--- config.mk ---
export PLATFORM = sky130hd
export DESIGN_NAME = addsub_flags_unit
export DESIGN_NICKNAME = d
export VERILOG_FILES = /design/src/rtl/addsub_pkg.sv /design/src/rtl/bin_addsub.sv /design/src/rtl/bcd_digit.sv /design/src/rtl/bcd_addsub.sv /design/src/rtl/step_unit.sv /design/src/rtl/addsub_flags_unit.sv
export SDC_FILE = /design/constraint.sdc
export NUM_CORES = 1
export LEC_CHECK = 0
export BUFFER_PORTS_ARGS = -buffer_cell sky130_fd_sc_hd__buf_2
export CAP_MARGIN = 5
export CORE_MARGIN = 4
export CORE_UTILIZATION = 53
export DETAILED_ROUTE_END_ITERATION = 10
export PLACE_DENSITY = 0.79
export SLEW_MARGIN = 20
export SYNTH_ARGS = -nofsm -noshare
export SYNTH_HDL_FRONTEND = slang
export SYNTH_SLANG_ARGS = --single-unit
--- constraint.sdc ---
create_clock -name clk_i -period 0.8 [get_ports clk_i]
set_input_delay 0 -clock clk_i [delete_from_list [all_inputs] [get_ports clk_i]]
set_output_delay 0 -clock clk_i [all_outputs]
set_load 0.05 [all_outputs]
--- src/rtl/addsub_pkg.sv ---
package addsub_pkg;
  typedef enum logic [1:0] {
    OP_ADD = 2'b00,
    OP_SUB = 2'b01,
    OP_INC = 2'b10,
    OP_DEC = 2'b11
  } op_e;
endpackage

--- src/rtl/bin_addsub.sv ---
module bin_addsub #(
  parameter int W = 8
) (
  input  logic [W-1:0] a_i,
  input  logic [W-1:0] b_i,
  input  logic         c_i,
  input  logic         sub_i,
  output logic [W-1:0] s_o,
  output logic         c_o,
  output logic         v_o
);
  logic [W-1:0] b_eff;
  logic [W:0]   tot;

  // subtract = a + ~b + c, carry acts as inverted borrow
  assign b_eff = sub_i ? ~b_i : b_i;
  assign tot   = {1'b0, a_i} + {1'b0, b_eff} + {{W{1'b0}}, c_i};
  assign s_o   = tot[W-1:0];
  assign c_o   = tot[W];
  assign v_o   = (a_i[W-1] == b_eff[W-1]) && (tot[W-1] != a_i[W-1]);
endmodule

--- src/rtl/bcd_digit.sv ---
module bcd_digit (
  input  logic [3:0] a_i,
  input  logic [3:0] b_i,
  input  logic       c_i,   // add: carry in, sub: borrow in
  input  logic       sub_i,
  output logic [3:0] d_o,
  output logic       c_o    // add: carry out, sub: borrow out
);
  logic [4:0] raw_add, raw_sub;
  logic [3:0] adj_add, adj_sub;
  logic       fix_add, fix_sub;

  assign raw_add = {1'b0, a_i} + {1'b0, b_i} + {4'd0, c_i};
  assign raw_sub = {1'b0, a_i} - {1'b0, b_i} - {4'd0, c_i};
  assign fix_add = raw_add > 5'd9;
  assign fix_sub = raw_sub[4];
  assign adj_add = raw_add[3:0] + 4'd6;
  assign adj_sub = raw_sub[3:0] - 4'd6;

  always_comb begin
    if (sub_i) begin
      d_o = fix_sub ? adj_sub : raw_sub[3:0];
      c_o = fix_sub;
    end else begin
      d_o = fix_add ? adj_add : raw_add[3:0];
      c_o = fix_add;
    end
  end
endmodule

--- src/rtl/bcd_addsub.sv ---
module bcd_addsub #(
  parameter int W = 8
) (
  input  logic [W-1:0] a_i,
  input  logic [W-1:0] b_i,
  input  logic         c_i,   // carry / inverted borrow
  input  logic         sub_i,
  output logic [W-1:0] s_o,
  output logic         c_o
);
  localparam int ND = W / 4;

  logic [ND:0] chain;

  assign chain[0] = sub_i ? ~c_i : c_i;

  for (genvar g = 0; g < ND; g++) begin : g_dig
    bcd_digit u_dig (
      .a_i   (a_i[4*g +: 4]),
      .b_i   (b_i[4*g +: 4]),
      .c_i   (chain[g]),
      .sub_i (sub_i),
      .d_o   (s_o[4*g +: 4]),
      .c_o   (chain[g+1])
    );
  end

  assign c_o = sub_i ? ~chain[ND] : chain[ND];
endmodule

--- src/rtl/step_unit.sv ---
module step_unit #(
  parameter int W = 8
) (
  input  logic [W-1:0] a_i,
  input  logic         dn_i,
  output logic [W-1:0] r_o
);
  assign r_o = dn_i ? a_i - W'(1) : a_i + W'(1);
endmodule

--- src/rtl/addsub_flags_unit.sv ---
module addsub_flags_unit
  import addsub_pkg::*;
#(
  parameter int W = 8
) (
  input  logic         clk_i,
  input  logic         rst_ni,
  input  logic         valid_i,
  input  logic [1:0]   op_i,
  input  logic [W-1:0] acc_i,
  input  logic [W-1:0] mem_i,
  input  logic         carry_i,
  input  logic         dec_i,
  output logic [W-1:0] result_o,
  output logic         carry_o,
  output logic         zero_o,
  output logic         neg_o,
  output logic         ovf_o
);
  logic         is_sub;
  logic [W-1:0] bin_s, bcd_s, step_r, nxt_res;
  logic         bin_c, bin_v, bcd_c, nxt_c, nxt_v;

  assign is_sub = (op_i == OP_SUB);

  bin_addsub #(.W(W)) u_bin (
    .a_i (acc_i), .b_i (mem_i), .c_i (carry_i), .sub_i (is_sub),
    .s_o (bin_s), .c_o (bin_c), .v_o (bin_v)
  );

  bcd_addsub #(.W(W)) u_bcd (
    .a_i (acc_i), .b_i (mem_i), .c_i (carry_i), .sub_i (is_sub),
    .s_o (bcd_s), .c_o (bcd_c)
  );

  step_unit #(.W(W)) u_step (
    .a_i (mem_i), .dn_i (op_i == OP_DEC), .r_o (step_r)
  );

  always_comb begin
    unique case (op_i)
      OP_ADD, OP_SUB: begin
        nxt_res = dec_i ? bcd_s : bin_s;
        nxt_c   = dec_i ? bcd_c : bin_c;
        nxt_v   = bin_v;
      end
      default: begin
        nxt_res = step_r;
        nxt_c   = carry_o;
        nxt_v   = ovf_o;
      end
    endcase
  end

  always_ff @(posedge clk_i or negedge rst_ni) begin
    if (!rst_ni) begin
      result_o <= '0;
      carry_o  <= 1'b0;
      zero_o   <= 1'b0;
      neg_o    <= 1'b0;
      ovf_o    <= 1'b0;
    end else if (valid_i) begin
      result_o <= nxt_res;
      carry_o  <= nxt_c;
      zero_o   <= (nxt_res == '0);
      neg_o    <= nxt_res[W-1];
      ovf_o    <= nxt_v;
    end
  end

  // outputs frozen without strobe
  p_hold_r1: assert property (@(posedge clk_i) disable iff (!rst_ni)
    !valid_i |=> $stable(result_o) && $stable(carry_o) && $stable(zero_o)
                 && $stable(neg_o) && $stable(ovf_o));

  // mixed-sign add cannot overflow
  p_no_overflow_r4: assert property (@(posedge clk_i) disable iff (!rst_ni)
    valid_i && !dec_i && op_i == OP_ADD && (acc_i[W-1] != mem_i[W-1]) |=> !ovf_o);

  // zero flag tracks result after binary updates
  p_zero_r5: assert property (@(posedge clk_i) disable iff (!rst_ni)
    valid_i && (!dec_i || op_i[1]) |=> zero_o == (result_o == '0));

  // increment is binary regardless of decimal mode
  p_inc_r8: assert property (@(posedge clk_i) disable iff (!rst_ni)
    valid_i && op_i == OP_INC |=> result_o == $past(mem_i) + W'(1));

  // inc/dec keep carry and overflow
  p_keep_cv_r9: assert property (@(posedge clk_i) disable iff (!rst_ni)
    valid_i && op_i[1] |=> $stable(carry_o) && $stable(ovf_o));
endmodule

==> results of run 1 <==
[cell families (layout without fill, tap and decap cells)]
| family | after synthesis | in the layout | share of synthesized area [%] |
|---|---|---|---|
| compound gates | 68 | 68 | 20.2 |
| other cells | 0 | 1 | 0 |
| mux | 12 | 12 | 5.39 |
| flops | 11 | 11 | 11.8 |
| simple gates | 52 | 52 | 12.1 |
| xor+xnor | 37 | 37 | 14.3 |
| fa+ha+maj | 47 | 47 | 28.9 |
| buf+inv | 39 | 169 | 7.32 |
[power by group through the flow]
stage | Clock, mW | Sequential (mW) | Combinational [mW]
after global routing | 0.662 | 0.835 | 6.14
after global placement | 0 | 0.753 | 4.02
final | 0.627 | 0.833 | 5.87
after CTS | 0.575 | 0.790 | 4.79
after floorplan | 0 | 1.21 | 2.25
after detailed placement | 0 | 0.764 | 4.19
[worst max-delay path, stage by stage]
cell        delay, ns
buf_6            0.10
clkinvlp_4       0.08
nand2_4          0.07
xnor2_4          0.16
inv_2            0.05
fa_2             0.38
fa_2             0.43
xor2_4           0.23
ha_4             0.16
a21boi_2         0.16
o31a_1           0.19
mux2_4           0.19
inv_2            0.04
fa_2             0.35
fa_2             0.41
xnor2_2          0.19
inv_1            0.08
ha_2             0.20
nor2b_4          0.14
o311a_1          0.33
a221o_1          0.30
a221oi_2         0.35
nand4_1          0.19
o41ai_2          0.25
[worst paths after layout]
path / cells after the start / slack (ns) / end
worst max-delay path: 24 / -4.08 / zero_o
worst min-delay path: 2 / 0.16 / result_o[5]
worst max register to register: 1 / -0.09 / result_o[5]
worst min register to register: 1 / 0.56 / carry_o
max in group asynchronous: 2 / 0.40 / result_o[7]
min in group clk_i: 2 / 0.17 / result_o[7]
[area by class of cell]
class                   count  area (µm²)
fillers                   126         294
well taps                  50        62.6
flip-flops and latches     11         277
inverters                  33         130
multi-input cells         216        2270
repair buffers            132        1030
clock buffers               4        45.0
diodes                      1        2.50
[routing by layer]
metal  global-route usage (%)  vias to the layer above  part of all wire [%]
li1                         -                     1189                     -
met4                     18.0                        0                   8.4
met1                     38.8                     1404                    33
met2                     58.4                      316                    46
met3                     4.73                      128                    12
met5                        0                        -                     0
[per-stage QoR]
| stage | setup WS [ns] | util [%] |
|---|---|---|
| detailed placement | -4.02 | 79.5 |
| global placement | -3.88 | 79.5 |
| CTS | -3.66 | 87.7 |
| finish | -4.08 | 92.9 |
| global route | -4.27 | 92.8 |
| floorplan | -3.99 | - |
[flip-flops by register name, indices dropped and copies added, names as in the netlist]
name	cells
carry_o	1
result_o	8
zero_o	1
ovf_o	1
[what timing repair did]
action	4_1_cts	5_1_grt
endpoints found under the setup margin	23	23
gates resized for setup	58	29
pin swaps	19	23
gates cloned	0	0
endpoints found under the hold margin	11	0
hold buffers	1	0
setup buffers	8	14
[layout by cell type, fill, tap and decap left out, types with 5 or more instances in the layout]
master / instances
xor2_1: 8
ha_1: 30
mux2i_1: 5
xnor2_2: 11
nand2_1: 13
buf_6: 21
o21ai_1: 5
fa_2: 9
buf_2: 21
buf_4: 88
dfrtp_1: 10
xnor2_1: 14
o21ai_0: 9
nor2_1: 8
inv_1: 28
a21oi_1: 10
==> impl_metrics.ini, run 1 <==
[clock_network]
cts_buffers = 3
clkSlewWorstSetupHoldPaths_ns = 0.06
cts.sinks = 11
cts_tree = yes
cts-root-buf = clkbuf_8
h-tree-depth = 1
clock_path_buffers = 2
clkLatencyLatePin_ns = 0.25

[worst_setup_path]
cp-end-kind = register
r2r_start = result_o[5]
path_class = primary input to register
worstSetupStartpoint = op_i[1]
cp_data_required_time_ns = 0.95
crit_fanout = 3
arrival_ns = 5.03
start_kind = primary input

[placement]
post_dp_cell_area_mm2 = 0.00327
dp_cells = 427
gp_congestion = 0.854
io_buffer_count = 34
hpwl_um = 5530

[layout]
area_growth_pct = 64.5
final_nets = 467
final_cell_area_mm2 = 0.00382
drive_above_1_share_pct = 52.3
final_cells = 447

[grt]
antenna_found_initial = 1
gr-total-overflow = 0
grt.total_usage_pct = 33.2
grt_max_degree = 15
grt_pass1_vias = 2809
grt_pass1_wl_um = 13800

[route]
drcViolationCount = 0
drt_iter0_markers = 526
ant_nets = 0
via_per_inst = 6.79
wl_um = 11600
drt-pass1-iter-count = 6
avgRoutedWirePerCell_um = 26.0
vias = 3037

[sta]
hold_viol = 0
fin_crit_sh_pct = 610
setup_slack_ns = -4.08
hold_slack_ns = 0.162
skew_ns = 0
rsz0062_at_grt = yes
setup_viol = 23
relSlewSlack_pct = 71.2
period_minus_slack_ns = 4.88
setup-tns-final_ns = -31.48
timing.final.max_slew_violations = 0
worstMarginPinSlew_ns = 0.429
max_freq_mhz = 205

[status]
status = finished with violations
violations = setup timing

[yosys]
synth_commonest_cells = ha_1 (36), inv_1 (33), xnor2_1 (25)
ys_seq_area_share_pct = 11.8
synthCells = 266
synth_top_area_share_pct = 19.4
syn-cell-area_mm2 = 0.00232
async_flop_share_pct = 100
ys_types = 52
synth.avg_cell_area_um2 = 8.73
synth.most_common_cell = ha_1
yosysWarnings = 0
synth_area_leader_cell = ha_1
synth_area_leaders = ha_1 (19%), dfrtp_1 (12%), fa_1 (9.5%), xnor2_1 (9.4%), inv_1 (5.3%)
ys_ff_latch = 11
synth_edf_count = 0
synth_fp_nets = 336
synthFlopType = dfrtp_1

[min_path]
min_path_type = primary input to async pin

[die]
coreArea_mm2 = 0.00412
start_util_pct = 56.5
die_w_um = 74.2
dieArea_mm2 = 0.00551
fp.dieH_um = 74.2
rows = 23
io_pins = 35

[power]
p_int_mw = 3.76
switching_share_pct = 48.6
pwr-share-comb_pct = 80.1
clock_power_share_pct = 8.6
ir_drop_mv = 1.12
cellPowerDensity_mw_per_mm2 = 1920
finalPower_mw = 7.33
power_frac_seq_pct = 11.4
p_sw_mw = 3.56
leakage_nw = 1.89

[flow_run]
cap_viol_max_count = 0
(Power assumes the default switching activity.)
==> run 2: changes to the inputs <==
- CORE_UTILIZATION: 53 -> 50
- PLACE_DENSITY: 0.79 -> 0.75
==> impl_metrics.ini, run 2 (synthesis gave the netlist of run 1 again) <==
[die]
coreArea_mm2 = 0.00441
die_w_um = 76.2
start_util_pct = 52.6
fp.dieH_um = 76.2
dieArea_mm2 = 0.00580
io_pins = 35
rows = 24

[sta]
worstMarginPinSlew_ns = 0.590
max_freq_mhz = 199
setup_slack_ns = -4.22
skew_ns = 0
setup-tns-final_ns = -32.84
period_minus_slack_ns = 5.02
hold_viol = 0
rsz0062_at_grt = yes
relSlewSlack_pct = 60.4
timing.final.max_slew_violations = 0
setup_viol = 23
hold_slack_ns = 0.141
fin_crit_sh_pct = 627

[layout]
regMostFlops = result_o
final_cell_area_mm2 = 0.00401
diodes = 0
final_nets = 485
area_growth_pct = 72.6
largest_reg_flops = 8
layout_common_cells = buf_4 (97), ha_1 (32), inv_1 (29)
nFillCells = 157
final_cells = 466
final_util_pct = 90.8
drive_above_1_share_pct = 53.1
layout_commonest_cell = buf_4

[power]
finalPower_mw = 7.58
ir_drop_mv = 0.990
p_int_mw = 3.96
pwr-share-comb_pct = 80.8
leakage_nw = 1.99
power_frac_seq_pct = 10.8
switching_share_pct = 47.8
cellPowerDensity_mw_per_mm2 = 1890
clock_power_share_pct = 8.3
p_sw_mw = 3.62

[route]
avgRoutedWirePerCell_um = 24.5
drt-pass1-iter-count = 5
drt_iter0_markers = 545
vias = 3031
ant_nets = 0
wl_um = 11400
via_per_inst = 6.50
drcViolationCount = 0

[worst_setup_path]
path_common_cell = fa_2
slowest_stage = fa_2
critPathMaxStageDelay_ns = 0.41
cp-end-kind = register
crit_fanout = 3
start_kind = primary input
crit_path_cell_trace = buf_8, clkinvlp_4, nand2_4, xnor2_4, inv_2, fa_2, fa_2, xor2_4, ha_1, a21boi_2, o31a_1, mux2_4, inv_2, fa_2, fa_2, xnor2_2, inv_1, ha_2, nor2b_4, o311a_1, a221o_1, a221oi_2, nand4_1, o41ai_2
cp_data_required_time_ns = 0.95
arrival_ns = 5.16
path_class = primary input to register
cp_num_buf_inv = 5
critPathTopFamily = adder cells

[grt]
grt_pass1_wl_um = 12300
gr-total-overflow = 0
antenna_found_initial = 0
grt_pass1_vias = 2613
grt_max_degree = 15
grt.total_usage_pct = 25.1

[clock_network]
cts.sinks = 11
cts-root-buf = clkbuf_8
clkSlewWorstSetupHoldPaths_ns = 0.06
cts_buffers = 3
cts_tree = yes
clock_path_buffers = 2
clkLatencyLatePin_ns = 0.25
h-tree-depth = 1

[placement]
dp_cells = 432
dp_slack_ns = -4.07
gp_congestion = 0.892
post_dp_cell_area_mm2 = 0.00330
io_buffer_count = 34
hpwl_um = 5530

[min_path]
min_path_type = primary input to register

[flow_run]
cap_viol_max_count = 0

[status]
status = finished with violations
violations = setup timing
-- run 2: cell types whose count changed in the layout (fill, tap and decap cells not counted), sizes merged --
cell / before / now
buf: 131 / 149
diode: 1 / 0
-- run 2: path summary, 6_finish.rpt --
kind                             start          end  slack, ns  cells after the start
max reg2reg                result_o[7]  result_o[7]      -0.01                      1
max in group asynchronous       rst_ni  result_o[7]       0.42                      2
max                            op_i[1]       zero_o      -4.22                     24
min reg2reg                result_o[7]  result_o[7]       0.56                      1
min in group asynchronous       rst_ni  result_o[1]       0.15                      2
min                            valid_i  result_o[1]       0.14                      2
-- run 2: routing by layer --
metal  vias up  GRT usage (%)  routed length, µm
met5         -              0                  0
met4         0           5.24                816
met3        90           1.89               1230
met2       288           45.5               5320
met1      1432           32.4               4070
li1       1221              -                  -
-- run 2: what timing repair did --
item | 4_1_cts | 5_1_grt
pin swaps | 19 | 33
buffers inserted | 13 | 19
endpoints found under the hold margin | 11 | 0
endpoints found under the setup margin | 23 | 23
resized for setup | 65 | 34
hold buffers | 1 | 0
-- run 2: power by group through the flow --
stage / Sequential [mW] / Combinational, mW / Clock, mW
6_report: 0.821 / 6.13 / 0.631
5_1_grt: 0.834 / 6.34 / 0.684
2_1_floorplan: 1.21 / 2.25 / 0
3_3_place_gp: 0.752 / 4.06 / 0
4_1_cts: 0.788 / 4.89 / 0.561
3_5_place_dp: 0.762 / 4.21 / 0
-- run 2: cell type report --
cell class,count,area [µm²],area share [%]
tap,52,65.1,1.62
multi-input combinational,216,2270,56.6
inverter,33,128,3.18
clock buffer,4,45.0,1.12
sequential,11,277,6.90
timing repair buffer,150,1230,30.6
